$ cat src/rtl/pmu_pkg.sv
package pmu_pkg;
  localparam int unsigned REG_AW = 4;
  localparam int unsigned EVT_W  = 6;
  localparam int unsigned NUM_EVT = 1 << EVT_W;
  localparam int unsigned CYC_IDX = 31;
  localparam logic [EVT_W-1:0] EV_CYCLES = 6'h11;

  typedef enum logic [REG_AW-1:0] {
    A_CTRL    = 4'd0,
    A_EN_SET  = 4'd1,
    A_EN_CLR  = 4'd2,
    A_IE_SET  = 4'd3,
    A_IE_CLR  = 4'd4,
    A_OVF     = 4'd5,
    A_SEL     = 4'd6,
    A_EVTYPE  = 4'd7,
    A_EVCNT   = 4'd8,
    A_CYC_LO  = 4'd9,
    A_CYC_HI  = 4'd10,
    A_CEID_LO = 4'd11,
    A_CEID_HI = 4'd12
  } reg_addr_e;
endpackage

$ cat src/rtl/pmu_evt_cnt.sv
module pmu_evt_cnt
  import pmu_pkg::*;
#(
  parameter int unsigned CW = 32
) (
  input  logic               clk_i,
  input  logic               rst_ni,
  input  logic               run_i,
  input  logic [NUM_EVT-1:0] evt_i,
  input  logic               type_we_i,
  input  logic [EVT_W-1:0]   type_i,
  input  logic               cnt_we_i,
  input  logic [CW-1:0]      cnt_i,
  input  logic               clr_i,
  output logic [EVT_W-1:0]   type_o,
  output logic [CW-1:0]      cnt_o,
  output logic               wrap_o
);
  logic [EVT_W-1:0] type_q;
  logic [CW-1:0]    cnt_q;
  logic             hit;

  // cycles code is reserved for the dedicated cycle counter
  assign hit = run_i && evt_i[type_q] && (type_q != EV_CYCLES);

  always_ff @(posedge clk_i or negedge rst_ni) begin
    if (!rst_ni) type_q <= '0;
    else if (type_we_i) type_q <= type_i;
  end

  always_ff @(posedge clk_i or negedge rst_ni) begin
    if (!rst_ni)       cnt_q <= '0;
    else if (clr_i)    cnt_q <= '0;
    else if (cnt_we_i) cnt_q <= cnt_i;
    else if (hit)      cnt_q <= cnt_q + 1'b1;
  end

  assign wrap_o = hit && !clr_i && !cnt_we_i && (&cnt_q);
  assign type_o = type_q;
  assign cnt_o  = cnt_q;

  p_hold_when_idle_r3: assert property (@(posedge clk_i) disable iff (!rst_ni)
    (!run_i && !cnt_we_i && !clr_i) |=> $stable(cnt_o));
  p_no_cycles_code_r5: assert property (@(posedge clk_i) disable iff (!rst_ni)
    (type_o == EV_CYCLES && !cnt_we_i && !clr_i && !type_we_i) |=> $stable(cnt_o));
  p_wrap_to_zero_r7: assert property (@(posedge clk_i) disable iff (!rst_ni)
    wrap_o |=> (cnt_o == '0));
endmodule

$ cat src/rtl/pmu_cyc_cnt.sv
module pmu_cyc_cnt #(
  parameter int unsigned CW = 64
) (
  input  logic          clk_i,
  input  logic          rst_ni,
  input  logic          run_i,
  input  logic          we_lo_i,
  input  logic          we_hi_i,
  input  logic [31:0]   wdata_i,
  input  logic          clr_i,
  output logic [CW-1:0] cnt_o,
  output logic          wrap_o
);
  localparam int unsigned HW = CW / 2;
  logic [CW-1:0] cnt_q;

  always_ff @(posedge clk_i or negedge rst_ni) begin
    if (!rst_ni)      cnt_q <= '0;
    else if (clr_i)   cnt_q <= '0;
    else if (we_lo_i) cnt_q[HW-1:0]  <= wdata_i[HW-1:0];
    else if (we_hi_i) cnt_q[CW-1:HW] <= wdata_i[HW-1:0];
    else if (run_i)   cnt_q <= cnt_q + 1'b1;
  end

  assign wrap_o = run_i && !clr_i && !we_lo_i && !we_hi_i && (&cnt_q);
  assign cnt_o  = cnt_q;

  p_cyc_step_r4: assert property (@(posedge clk_i) disable iff (!rst_ni)
    (run_i && !clr_i && !we_lo_i && !we_hi_i) |=> (cnt_o == $past(cnt_o) + 1'b1));
  p_cyc_clear_r10: assert property (@(posedge clk_i) disable iff (!rst_ni)
    clr_i |=> (cnt_o == '0));
endmodule

$ cat src/rtl/pmu_ovf.sv
module pmu_ovf #(
  parameter int unsigned NB = 32
) (
  input  logic          clk_i,
  input  logic          rst_ni,
  input  logic [NB-1:0] set_i,
  input  logic          rd_clr_i,
  input  logic [NB-1:0] ie_i,
  output logic [NB-1:0] ovf_o,
  output logic          irq_o
);
  logic [NB-1:0] ovf_q;

  // fresh overflows win over the read-clear
  always_ff @(posedge clk_i or negedge rst_ni) begin
    if (!rst_ni)       ovf_q <= '0;
    else if (rd_clr_i) ovf_q <= set_i;
    else               ovf_q <= ovf_q | set_i;
  end

  assign ovf_o = ovf_q;
  assign irq_o = |(ovf_q & ie_i);

  p_ovf_sticky_r8: assert property (@(posedge clk_i) disable iff (!rst_ni)
    !rd_clr_i |=> ((ovf_o & $past(ovf_o)) == $past(ovf_o)));
  p_ovf_cleared_r8: assert property (@(posedge clk_i) disable iff (!rst_ni)
    (rd_clr_i && set_i == '0) |=> (ovf_o == '0));
  p_irq_hold_r9: assert property (@(posedge clk_i) disable iff (!rst_ni)
    (irq_o && !rd_clr_i && $stable(ie_i)) |=> irq_o);
endmodule

$ cat src/rtl/clu_pmu.sv
module clu_pmu
  import pmu_pkg::*;
#(
  parameter int unsigned NUM_CNT  = 6,
  parameter logic [7:0]  ID_CODE  = 8'h41,
  parameter logic [7:0]  IMP_CODE = 8'h5A,
  parameter logic [63:0] CEID_MAP = 64'h0000_1E00_2202_0000
) (
  input  logic               clk_i,
  input  logic               rst_ni,
  input  logic               req_i,
  input  logic               we_i,
  input  logic [REG_AW-1:0]  addr_i,
  input  logic [31:0]        wdata_i,
  output logic [31:0]        rdata_o,
  input  logic [NUM_EVT-1:0] evt_i,
  output logic               irq_o
);
  localparam int unsigned NB = 32;
  localparam logic [NB-1:0] VALID_MASK = (32'h1 << CYC_IDX) | ((32'h1 << NUM_CNT) - 32'h1);
  localparam logic [4:0] NUM_CNT_F = 5'(NUM_CNT);

  logic        wr, rd;
  logic        glob_en_q;
  logic [NB-1:0] en_q, ie_q;
  logic [4:0]  sel_q;
  logic        ev_clr, cyc_clr;
  logic [31:0] cnt_arr  [NB];
  logic [EVT_W-1:0] type_arr [NB];
  logic [NB-1:0] wrap_vec;
  logic [63:0] cyc_cnt;
  logic [NB-1:0] ovf;
  logic [31:0] rd_val;
  logic [31:0] rdata_q;

  assign wr = req_i && we_i;
  assign rd = req_i && !we_i;

  assign ev_clr  = wr && (addr_i == A_CTRL) && wdata_i[1];
  assign cyc_clr = wr && (addr_i == A_CTRL) && wdata_i[2];

  always_ff @(posedge clk_i or negedge rst_ni) begin
    if (!rst_ni) begin
      glob_en_q <= 1'b0;
      en_q      <= '0;
      ie_q      <= '0;
      sel_q     <= '0;
    end else if (wr) begin
      case (addr_i)
        A_CTRL:   glob_en_q <= wdata_i[0];
        A_EN_SET: en_q  <= en_q | (wdata_i & VALID_MASK);
        A_EN_CLR: en_q  <= en_q & ~wdata_i;
        A_IE_SET: ie_q  <= ie_q | (wdata_i & VALID_MASK);
        A_IE_CLR: ie_q  <= ie_q & ~wdata_i;
        A_SEL:    sel_q <= wdata_i[4:0];
        default: ;
      endcase
    end
  end

  for (genvar i = 0; i < NB - 1; i++) begin : g_cnt
    if (i < NUM_CNT) begin : g_impl
      pmu_evt_cnt #(.CW(32)) u_cnt (
        .clk_i     (clk_i),
        .rst_ni    (rst_ni),
        .run_i     (glob_en_q && en_q[i]),
        .evt_i     (evt_i),
        .type_we_i (wr && (addr_i == A_EVTYPE) && (sel_q == 5'(i))),
        .type_i    (wdata_i[EVT_W-1:0]),
        .cnt_we_i  (wr && (addr_i == A_EVCNT) && (sel_q == 5'(i))),
        .cnt_i     (wdata_i),
        .clr_i     (ev_clr),
        .type_o    (type_arr[i]),
        .cnt_o     (cnt_arr[i]),
        .wrap_o    (wrap_vec[i])
      );
    end else begin : g_none
      assign type_arr[i] = '0;
      assign cnt_arr[i]  = '0;
      assign wrap_vec[i] = 1'b0;
    end
  end
  assign type_arr[CYC_IDX] = '0;
  assign cnt_arr[CYC_IDX]  = '0;

  pmu_cyc_cnt #(.CW(64)) u_cyc (
    .clk_i   (clk_i),
    .rst_ni  (rst_ni),
    .run_i   (glob_en_q && en_q[CYC_IDX]),
    .we_lo_i (wr && (addr_i == A_CYC_LO)),
    .we_hi_i (wr && (addr_i == A_CYC_HI)),
    .wdata_i (wdata_i),
    .clr_i   (cyc_clr),
    .cnt_o   (cyc_cnt),
    .wrap_o  (wrap_vec[CYC_IDX])
  );

  pmu_ovf #(.NB(NB)) u_ovf (
    .clk_i    (clk_i),
    .rst_ni   (rst_ni),
    .set_i    (wrap_vec),
    .rd_clr_i (rd && (addr_i == A_OVF)),
    .ie_i     (ie_q),
    .ovf_o    (ovf),
    .irq_o    (irq_o)
  );

  always_comb begin
    rd_val = '0;
    case (addr_i)
      A_CTRL:    rd_val = {IMP_CODE, ID_CODE, NUM_CNT_F, 10'b0, glob_en_q};
      A_EN_SET,
      A_EN_CLR:  rd_val = en_q;
      A_IE_SET,
      A_IE_CLR:  rd_val = ie_q;
      A_OVF:     rd_val = ovf;
      A_SEL:     rd_val = {27'b0, sel_q};
      A_EVTYPE:  rd_val = {{(32-EVT_W){1'b0}}, type_arr[sel_q]};
      A_EVCNT:   rd_val = cnt_arr[sel_q];
      A_CYC_LO:  rd_val = cyc_cnt[31:0];
      A_CYC_HI:  rd_val = cyc_cnt[63:32];
      A_CEID_LO: rd_val = CEID_MAP[31:0];
      A_CEID_HI: rd_val = CEID_MAP[63:32];
      default:   rd_val = '0;
    endcase
  end

  always_ff @(posedge clk_i or negedge rst_ni) begin
    if (!rst_ni)  rdata_q <= '0;
    else if (rd)  rdata_q <= rd_val;
  end
  assign rdata_o = rdata_q;

  p_mask_valid_r11: assert property (@(posedge clk_i) disable iff (!rst_ni)
    ((en_q & ~VALID_MASK) == '0) && ((ie_q & ~VALID_MASK) == '0));
  p_ctrl_pulse_r10: assert property (@(posedge clk_i) disable iff (!rst_ni)
    (rd && addr_i == A_CTRL) |=> (rdata_o[2:1] == 2'b00));
endmodule

$ cat config.mk
export PLATFORM = sky130hd
export DESIGN_NAME = clu_pmu
export DESIGN_NICKNAME = d
export VERILOG_FILES = /design/src/rtl/pmu_pkg.sv /design/src/rtl/pmu_evt_cnt.sv /design/src/rtl/pmu_cyc_cnt.sv /design/src/rtl/pmu_ovf.sv /design/src/rtl/clu_pmu.sv
export SDC_FILE = /design/constraint.sdc
export NUM_CORES = 1
export LEC_CHECK = 0
export BUFFER_PORTS_ARGS = -buffer_cell sky130_fd_sc_hd__buf_4
export CORE_MARGIN = 2
export CORE_UTILIZATION = 40
export DETAILED_ROUTE_END_ITERATION = 10
export PLACE_DENSITY = 0.69
export SYNTH_ARGS = -nofsm -noshare
export SYNTH_HDL_FRONTEND = slang
export SYNTH_SLANG_ARGS = --single-unit
$ cat constraint.sdc
create_clock -name clk_i -period 2.8 [get_ports clk_i]
set_clock_uncertainty 0.1 [all_clocks]
set_input_delay 0 -clock clk_i [delete_from_list [all_inputs] [get_ports clk_i]]
set_output_delay 0 -clock clk_i [all_outputs]
set_load 0.03 [all_outputs]
---- Word level (Yosys, flattened, before mapping) ----
Index checks and enable logic that the tools add are counted.
storage, ports and cells
  output and inout port bits .............. 33
  input port bits ......................... 104
  word-level logic and storage cells ...... 215
  register bits ........................... 426
operators by class
  bitwise logic cells ..................... 8
  add/subtract/negate cells ............... 7
  multiplexer cells ....................... 46
  equal/unequal tests ..................... 25
  order comparisons ....................... 7
  reductions and logical operators ........ 102
operator list
  cell                                                    number
  2-to-1 mux 32 bit                                       25
  case mux 32 bit (11 select lines)                       1
  adder 32 x 1 -> 32 bit (second input constant)          6
  AND reduction 32 bit                                    6
  binary-select mux 32 bit (select 5 bit)                 1
  2-to-1 mux 64 bit                                       2
  case mux 32 bit (2 select lines)                        2
  bitwise AND 32 bit                                      3
  OR 32 bit                                               3
  adder 64 x 1 -> 64 bit (second input constant)          1
  AND reduction 64 bit                                    1
  logical AND 1 bit                                       63
  < comparator 6 x 7 -> 1 bit (second input constant)     6
  binary-select mux 1 bit (select 6 bit)                  6
  inequality test 6 x 5 -> 1 bit (second input constant)  6
  inverter 32 bit                                         1
  OR reduction 32 bit                                     1
  binary-select mux 6 bit (select 5 bit)                  1
  nonzero test 3 bit                                      8
  == test 4 bit (second input constant)                   5
  == test 4 x 3 -> 1 bit (second input constant)          4
  2-to-1 mux 6 bit                                        2
  AND reduction 2 bit                                     6
  logical NOT 1 bit                                       11
  14 further kinds                                        24

---- Longest topological paths before layout ----
Gate-level depths: netlist of the first run.
  depth in word-level cells ............... 10
  depth in mapped cells ................... 12
  depth with buffers taken out ............ 8

---- Hierarchy ----
Synthesis of the first run repeated with hierarchy kept, for this count alone.
second synthesis, totals
  cell total of the unflattened synthesis .. 3,318
  area, all modules ....................... 30,793.3 sq um
by module, submodules not included
  module                                    times used  area each (sq um)  cells an instance  seq. area each (sq um)
  pmu_evt_cnt at g_cnt[0].g_impl.u_cnt ...  4           2,875.3            301                950.9
  clu_pmu                                   1           7,866.3            820                2,552.4
  pmu_evt_cnt at g_cnt[4].g_impl.u_cnt ...  2           2,981.6            332                950.9
  pmu_cyc_cnt                               1           4,242.8            541                1,601.5
  pmu_ovf                                   1           1,219.9            89                 800.8

---- Least setup slack after synthesis of the first run ----
OpenSTA, ideal clock, no wires.
  kind .................................... reg-to-reg
  start ................................... reg g_cnt[3].g_impl.u_cnt.type_q[1]
  end ..................................... reg g_cnt[3].g_impl.u_cnt.cnt_q[29]
  data required time ...................... 2.563 ns
  setup time .............................. 0.137 ns
  path buffers ............................ 3
  cell stages (with the launch flop) ...... 12
  clock period less this slack ............ 2.788 ns
  path slack .............................. 0.012 ns
  arrival ................................. 2.551 ns
  cell sequence ........................... dfrtp_1 buf_2 mux4_2 mux4_2 and3_1 a31oi_1 nand2_1 buf_2 buf_2 nand3_1 xor2_1 a21oi_1
on the way
  cells in the longest elaborated chain, start to end .. 5
  elaborated cells between the ends (all ways) .. 6
  classes of those cells .................. eq/ne: 1; mux: 2; reduce/logical: 3
RTL lines
  element                                 line               text
  start: declaration                      pmu_evt_cnt.sv:19  logic [EVT_W-1:0] type_q;
  start signal: assignment                pmu_evt_cnt.sv:28  else if (type_we_i) type_q <= type_i;
  binary-select mux 1 bit (select 6 bit)  pmu_evt_cnt.sv:24  assign hit = run_i && evt_i[type_q] && (type_q != EV_CYCLES);
  2-to-1 mux 1 bit (not written as such)  pmu_evt_cnt.sv:24
  logical AND 1 bit                       pmu_evt_cnt.sv:24
  logical AND 1 bit (*)                   pmu_evt_cnt.sv:24
  nonzero test 3 bit (no line) (*)        -
  end signal: assignment                  pmu_evt_cnt.sv:34  else if (cnt_we_i) cnt_q <= cnt_i;
  end signal: assignment                  pmu_evt_cnt.sv:35  else if (hit) cnt_q <= cnt_q + 1'b1;
  end: declaration                        pmu_evt_cnt.sv:20  logic [CW-1:0] cnt_q;
Every way passes the cells marked *; elsewhere a longest branch is shown, timed or not. The select of a mux whose other input is x is not followed.
A chain may end at the register's enable or synchronous reset.

---- Worst setup path after layout of the first run ----
  start ................................... reg g_cnt[3].g_impl.u_cnt.type_q[1]
  end ..................................... reg g_cnt[3].g_impl.u_cnt.cnt_q[4]
The elaborated chain is that of the path after synthesis.

==> impl_metrics.ini, run 1 <==
[sta]
totalNegativeSetupSlack_ns = -1.41
maxSlewViolCount = 0
grt_setup_unrepaired = yes
max_clk_rate_mhz = 343
fin_crit_sh = 1.04
slew_headroom = 0.362
timing.final.setup_violations = 45
worst_pin_slew_ns = 0.954
finalHoldViolCount = 0
post-route-worst-setup-slack_ns = -0.114
final.min_clock_period_ns = 2.91

[clocking]
cts-htree-levels = 2
tritoncts = done
tritoncts.num_buffers = 45
cts.reportedPaths.clkPinSlew_ns = 0.06
worst_skew_pair.late_latency_ns = 0.61
cts_max_path_buffers = 3
cts_root_buffer = sky130_fd_sc_hd__clkbuf_16
clock-sinks = 401

[detailed_routing]
drtAntennaViolNets = 0
finalWirelength_um = 98600
remaining_drc_errors = 0
detailroute.via_count = 25100
via_per_inst = 6.35
dr.first_iter.drc_count = 3203
detailed_routing_iterations_pass_1 = 6
routedWlPerCell_um = 24.9

[job]
timing.max_cap.violations = 0

[final_layout]
layout-drive-gt1-share = 0.251
fin_area_mm2 = 0.0331
fillerInstances = 5816
area.sequential_mm2 = 0.0100
final_common_cell = sky130_fd_sc_hd__dfrtp_1
final_nets = 3172
multi_input_area_mm2 = 0.0163
synthToLayoutAreaGrowth_pct = 24.5
mostFrequentLayoutCells = sky130_fd_sc_hd__dfrtp_1 (392), sky130_fd_sc_hd__buf_4 (311), sky130_fd_sc_hd__o21ai_0 (290)

[global_route]
antenna_violations_before_repair = 1
grt_start_max_net_pins = 101
grt_remaining_overflow = 0
global_route_wire_length_before_repair_um = 150000
tot_gr_track_use = 0.284
grt_pass1_vias = 24400

[die]
row_count = 94
die-area_mm2 = 0.0686
pin_count = 137
die_h_um = 262
initial_utilization = 0.405
fp.coreArea_mm2 = 0.0657
dieWidth_um = 262

[setup_path]
critPathSlowestCell = sky130_fd_sc_hd__mux4_2
crit_path_cell_trace = mux4_2 > mux4_2 > and3_4 > a31oi_4 > buf_6 > nand2_8 > buf_6 > and4_1 > xnor2_1 > a21oi_1
crit_path_end_kind = flip-flop
timing.critical_path.slowest_cell_delay_ns = 0.53
critPathArrivalTime_ns = 3.25
worst_setup_path_start_kind = flip-flop
worstSetupPathType = flip-flop to flip-flop
critPathRequiredTime_ns = 3.14
cp_max_fo = 5
critical_path.n_buffers_inverters = 2
path_delay_family = multiplexers

[worst_hold_path]
worst_hold_path_type = input port to flip-flop

[synthesis]
synth_enable_flop_cells = 0
synth.cell_area_mm2 = 0.0266
synth-main-ff-cell = sky130_fd_sc_hd__dfrtp_1
synth.lib_cells_used.distinct = 80
ys_warn_count = 0
synth.net_count = 2963
asyncSetResetFlopFracSynth = 1.00
seq_area_frac_synth = 0.377
postSynthRegisterBits = 401
post_synth_inst_count = 2852
synth_area_per_cell_um2 = 9.33

[status]
outcome = finished, violations left
violations = setup timing

[placed_design]
dpl_worst_slack_ns = -0.248
dp_hpwl_um = 68000
gp_congestion = 0.956
port_buffers = 136
detailed_place.area_mm2 = 0.0295

[power_and_ir_drop]
vdd_ir_drop_max_uv = 523
p_per_area_mw_per_mm2 = 599
leakage_uw = 0.0133
[sequential cells by signal, summed over array words and instances (netlist names)]
name,flops
g_cnt.g_impl.u_cnt.cnt_o,192
en_q,32
glob_en_q,1
u_cyc.cnt_o,64
sel_q,5
u_ovf.ovf_o,7
ie_q,32
rdata_o,32
g_cnt.g_impl.u_cnt.type_o,36
[cell families (layout without fill, tap and decap cells)]
family          count (synthesis)  in the layout  synth area share
fa+ha+maj                       7              7           0.00329
other cells                     0              1                 0
buf+inv                       315            559            0.0487
compound gates                844            844             0.188
mux                           261            261             0.159
xor+xnor                      205            205            0.0675
simple gates                  819            819             0.156
flops                         401            401             0.377
[metal layers]
| metal | GRT usage | share of wire | up-vias |
|---|---|---|---|
| met2 | 0.441 | 0.46 | 1442 |
| met4 | 0.128 | 0.051 | 2 |
| met1 | 0.379 | 0.38 | 12400 |
| met5 | 0 | 0.00013 | - |
| met3 | 0.0643 | 0.10 | 320 |
| li1 | - | - | 11000 |
[metrics by stage]
stage,hold WS (ns),total power [uW],cells,utilization
6_report,0.137,19800,3961,0.503
5_1_grt,0.139,20600,3960,0.503
4_1_cts,0.0966,19300,3937,0.486
3_5_place_dp,-0.183,12700,3805,0.449
3_3_place_gp,-0.184,12600,3805,0.449
2_1_floorplan,-0.396,10500,2852,-
[cell usage after synthesis (4+ instances only)]
| cell | instances | area (um2) |
|---|---|---|
| sky130_fd_sc_hd__nand2b_1 | 18 | 113 |
| sky130_fd_sc_hd__and2_1 | 20 | 125 |
| sky130_fd_sc_hd__inv_1 | 63 | 236 |
| sky130_fd_sc_hd__a221oi_1 | 4 | 35.0 |
| sky130_fd_sc_hd__o22ai_1 | 40 | 250 |
| sky130_fd_sc_hd__nand3b_1 | 9 | 67.6 |
| sky130_fd_sc_hd__dfrtp_1 | 401 | 10000 |
| sky130_fd_sc_hd__nor4_1 | 22 | 138 |
| sky130_fd_sc_hd__mux4_2 | 124 | 2790 |
| sky130_fd_sc_hd__a211oi_1 | 21 | 158 |
| sky130_fd_sc_hd__a21o_1 | 4 | 30.0 |
| sky130_fd_sc_hd__a221o_1 | 15 | 150 |
| sky130_fd_sc_hd__nor2b_1 | 17 | 106 |
| sky130_fd_sc_hd__a22oi_1 | 25 | 188 |
| sky130_fd_sc_hd__a21boi_0 | 52 | 390 |
| sky130_fd_sc_hd__nand3_1 | 114 | 571 |
| sky130_fd_sc_hd__clkbuf_1 | 174 | 653 |
| sky130_fd_sc_hd__ha_1 | 7 | 87.6 |
| sky130_fd_sc_hd__o21ai_0 | 294 | 1470 |
| sky130_fd_sc_hd__buf_6 | 4 | 45.0 |
| sky130_fd_sc_hd__buf_2 | 24 | 120 |
| sky130_fd_sc_hd__buf_4 | 7 | 52.6 |
| sky130_fd_sc_hd__buf_1 | 41 | 154 |
| sky130_fd_sc_hd__nor3_1 | 55 | 275 |
| sky130_fd_sc_hd__and3_1 | 58 | 363 |
| sky130_fd_sc_hd__a21oi_1 | 275 | 1380 |
| sky130_fd_sc_hd__and4_1 | 22 | 193 |
| sky130_fd_sc_hd__o31ai_1 | 10 | 75.1 |
| sky130_fd_sc_hd__o21a_1 | 4 | 30.0 |
| sky130_fd_sc_hd__or3_1 | 12 | 75.1 |
| sky130_fd_sc_hd__a2111oi_0 | 10 | 87.6 |
| sky130_fd_sc_hd__nand2_1 | 256 | 961 |
| sky130_fd_sc_hd__nor2_1 | 108 | 405 |
| sky130_fd_sc_hd__xor2_1 | 92 | 806 |
| sky130_fd_sc_hd__nand4_1 | 82 | 513 |
| sky130_fd_sc_hd__xnor2_1 | 113 | 990 |
| sky130_fd_sc_hd__nor3b_1 | 6 | 45.0 |
| sky130_fd_sc_hd__a222oi_1 | 20 | 200 |
| sky130_fd_sc_hd__a22o_1 | 9 | 78.8 |
| sky130_fd_sc_hd__mux2i_1 | 92 | 921 |
| sky130_fd_sc_hd__a31oi_1 | 27 | 169 |
| sky130_fd_sc_hd__mux2_2 | 44 | 495 |
[power breakdown]
part	switching [uW]	internal [uW]	total, uW
clock	2630	3930	6560
combinational	2930	2490	5420
sequential	1230	6600	7840
[layout make-up]
class	instances	share of cell area
clock inverter	22	0.00975
sequential	401	0.304
tap	864	0.0327
clock buffer	60	0.0394
antenna	1	0.0000756
timing repair buffer	414	0.116
inverter	63	0.00714
multi-input combinational	2136	0.492
[worst min-delay path, delay by kind of cell]
| family | cells | cell delay, ns |
|---|---|---|
| buf+inv | 2 | 0.34 |
| simple gates | 2 | 0.24 |
| mux | 1 | 0.21 |
[what timing repair did]
| action | CTS | global route |
|---|---|---|
| endpoints found under the setup margin | 90 | 187 |
| buffers inserted | 9 | 17 |
| hold buffers | 39 | 0 |
| resized for setup | 57 | 170 |
| pin swaps | 48 | 94 |
| gates cloned | 3 | 6 |
| hold endpoints to repair | 767 | 0 |
[final timing paths]
path	cells after the start	slack [ns]	startpoint	endpoint
worst max-delay path	10	-0.11	g_cnt[3].g_impl.u_cnt.type_o[1]	g_cnt[3].g_impl.u_cnt.cnt_o[4]
worst min-delay path	5	0.14	addr_i[1]	g_cnt[5].g_impl.u_cnt.type_o[5]
worst max register to register	10	-0.11	g_cnt[3].g_impl.u_cnt.type_o[1]	g_cnt[3].g_impl.u_cnt.cnt_o[4]
worst min register to register	2	0.39	rdata_o[17]	rdata_o[17]
max in group asynchronous	4	1.51	rst_ni	g_cnt[2].g_impl.u_cnt.type_o[2]
min in group asynchronous	4	0.45	rst_ni	en_q[21]
No activity file was read; power rests on OpenSTA's default activity.
==> run 2, diff against run 1 <==
Settings changed: CAP_MARGIN set to 20, SETUP_SLACK_MARGIN set to 0.5.
==> impl_metrics.ini, run 2 (synthesis gave the netlist of run 1 again) <==
[status]
outcome = finished, violations left
violations = setup timing

[final_layout]
final_common_cell = sky130_fd_sc_hd__dfrtp_1
largest_register_ff_count = 192
synthToLayoutAreaGrowth_pct = 31.4
final_nets = 3247
fin_area_mm2 = 0.0349
layout-drive-gt1-share = 0.313
mostFrequentLayoutCells = sky130_fd_sc_hd__dfrtp_1 (389), sky130_fd_sc_hd__buf_4 (327), sky130_fd_sc_hd__o21ai_0 (265)
finish.utilization = 0.531
diodes = 0

[detailed_routing]
dr.first_iter.drc_count = 3509
finalWirelength_um = 102000
detailed_routing_iterations_pass_1 = 9
via_per_inst = 6.42
remaining_drc_errors = 0
drtAntennaViolNets = 0
routedWlPerCell_um = 25.4
detailroute.via_count = 25900

[sta]
max_clk_rate_mhz = 342
grt_setup_unrepaired = yes
post-route-worst-setup-slack_ns = -0.127
timing.final.setup_violations = 65
slew_headroom = 0.422
finalHoldViolCount = 0
worst_pin_slew_ns = 0.861
final.min_clock_period_ns = 2.93
fin_crit_sh = 1.05
maxSlewViolCount = 0

[setup_path]
setup.reg_to_reg.worst_slack_ns = -0.13
worst_setup_path_start_kind = flip-flop
cp_max_fo = 6
crit_path_end_kind = flip-flop
r2r_end = g_cnt[3].g_impl.u_cnt.cnt_o[15]
critPathRequiredTime_ns = 3.15
critical_path.reg2reg.startpoint = g_cnt[3].g_impl.u_cnt.type_o[1]
worstSetupPathType = flip-flop to flip-flop
timing.reg2reg.worst_path_depth = 10
critPathArrivalTime_ns = 3.28

[clocking]
tritoncts = done
cts_max_path_buffers = 3
cts.reportedPaths.clkPinSlew_ns = 0.07
cts_root_buffer = sky130_fd_sc_hd__clkbuf_16
cts-htree-levels = 2
tritoncts.num_buffers = 45
clock-sinks = 401
worst_skew_pair.late_latency_ns = 0.61

[global_route]
grt_pass1_vias = 25000
grt_start_max_net_pins = 88
grt_remaining_overflow = 0
antenna_violations_before_repair = 4
global_route_wire_length_before_repair_um = 153000
tot_gr_track_use = 0.292

[placed_design]
dp_hpwl_um = 68800
dpl_worst_slack_ns = -0.223
port_buffers = 136
detailed_place.area_mm2 = 0.0303
gp_congestion = 0.958

[power_and_ir_drop]
power_uw = 20100
leakage_uw = 0.0139
p_per_area_mw_per_mm2 = 574
vdd_ir_drop_max_uv = 537

[worst_hold_path]
worst_hold_path_type = input port to flip-flop
hold_path.startpoint = addr_i[2]
hold-path-endpoint = rdata_o[10]
min_path_cells = 5

[die]
die_h_um = 262
dieWidth_um = 262
row_count = 94
initial_utilization = 0.405
fp.coreArea_mm2 = 0.0657
die-area_mm2 = 0.0686
pin_count = 137

[job]
timing.max_cap.violations = 0
[run 2: cell count changes in the layout (fill, tap and decap cells not counted), moves of 14 or more]
cell | previous run | this run
sky130_fd_sc_hd__nand3_1 | 105 | 86
sky130_fd_sc_hd__nand3_2 | 6 | 21
sky130_fd_sc_hd__a21oi_2 | 4 | 23
sky130_fd_sc_hd__a21oi_1 | 270 | 244
sky130_fd_sc_hd__buf_6 | 21 | 54
sky130_fd_sc_hd__o21ai_0 | 290 | 265
sky130_fd_sc_hd__o21ai_1 | 3 | 17
sky130_fd_sc_hd__buf_4 | 311 | 327
[run 2: layout make-up]
| cell class | instances | area [um2] |
|---|---|---|
| fillers | 5614 | 30800 |
| clock buffers | 61 | 1280 |
| clock inverters | 16 | 256 |
| repair buffers | 487 | 4770 |
| well taps | 864 | 1080 |
| multi-input cells | 2138 | 17300 |
| inverters | 63 | 236 |
| flip-flops and latches | 401 | 10100 |
[run 2: power breakdown]
part           internal (uW)  total [uW]  switching [uW]  leakage (uW)
Combinational           2730        5910            3180       0.00788
Sequential              6610        7850            1250       0.00523
Clock                   3670        6320            2650      0.000758
[run 2: stage by stage]
| stage | hold WS, ns | instances | TNS (ns) |
|---|---|---|---|
| 2_1_floorplan | -0.396 | 2852 | 0 |
| 3_3_place_gp | -0.0136 | 3809 | -4.45 |
| 3_5_place_dp | -0.0152 | 3809 | -6.71 |
| 4_1_cts | 0.0183 | 3997 | -1.21 |
| 5_1_grt | 0.0791 | 4030 | -10.71 |
| 6_report | 0.0404 | 4030 | -2.94 |
[run 2: repair_timing]
action / 4_1_cts / 5_1_grt
resized for setup: 200 / 177
hold endpoints to repair: 769 / 0
hold buffers: 44 / 0
setup buffers: 52 / 32
endpoints found under the setup margin: 273 / 253
gates cloned: 15 / 1
pin swaps: 137 / 146
[run 2: metal layers]
layer,vias to the layer above,track usage,part of all wire
met2,1642,0.458,0.46
met5,-,0.00694,0.0010
met4,8,0.152,0.058
met3,385,0.0606,0.10
met1,12700,0.382,0.38
li1,11200,-,-
[run 2: worst max-delay path by stage]
stage	start	end	cells past startpoint
finish	g_cnt[3].g_impl.u_cnt.type_o[1]	g_cnt[3].g_impl.u_cnt.cnt_o[15]	10
global route	g_cnt[3].g_impl.u_cnt.type_o[1]	g_cnt[3].g_impl.u_cnt.cnt_o[15]	10
CTS	g_cnt[3].g_impl.u_cnt.type_o[1]	g_cnt[3].g_impl.u_cnt.cnt_o[15]	10
detailed placement	g_cnt[3].g_impl.u_cnt.type_o[1]	g_cnt[3].g_impl.u_cnt.cnt_o[9]	9
global placement	g_cnt[3].g_impl.u_cnt.type_o[1]	g_cnt[3].g_impl.u_cnt.cnt_o[25]	9
floorplan	g_cnt[5].g_impl.u_cnt.type_o[1]	g_cnt[5].g_impl.u_cnt.cnt_o[23]	10
[run 2: critical path: stages (launching register included)]
cell                      delay (ns)
sky130_fd_sc_hd__dfrtp_2        0.45
sky130_fd_sc_hd__mux4_2         0.51
sky130_fd_sc_hd__mux4_2         0.47
sky130_fd_sc_hd__and3_4         0.20
sky130_fd_sc_hd__a31oi_4        0.23
sky130_fd_sc_hd__nand2_4        0.18
sky130_fd_sc_hd__buf_12         0.17
sky130_fd_sc_hd__buf_16         0.13
sky130_fd_sc_hd__nand4_1        0.10
sky130_fd_sc_hd__xor2_1         0.16
sky130_fd_sc_hd__a21oi_1        0.09
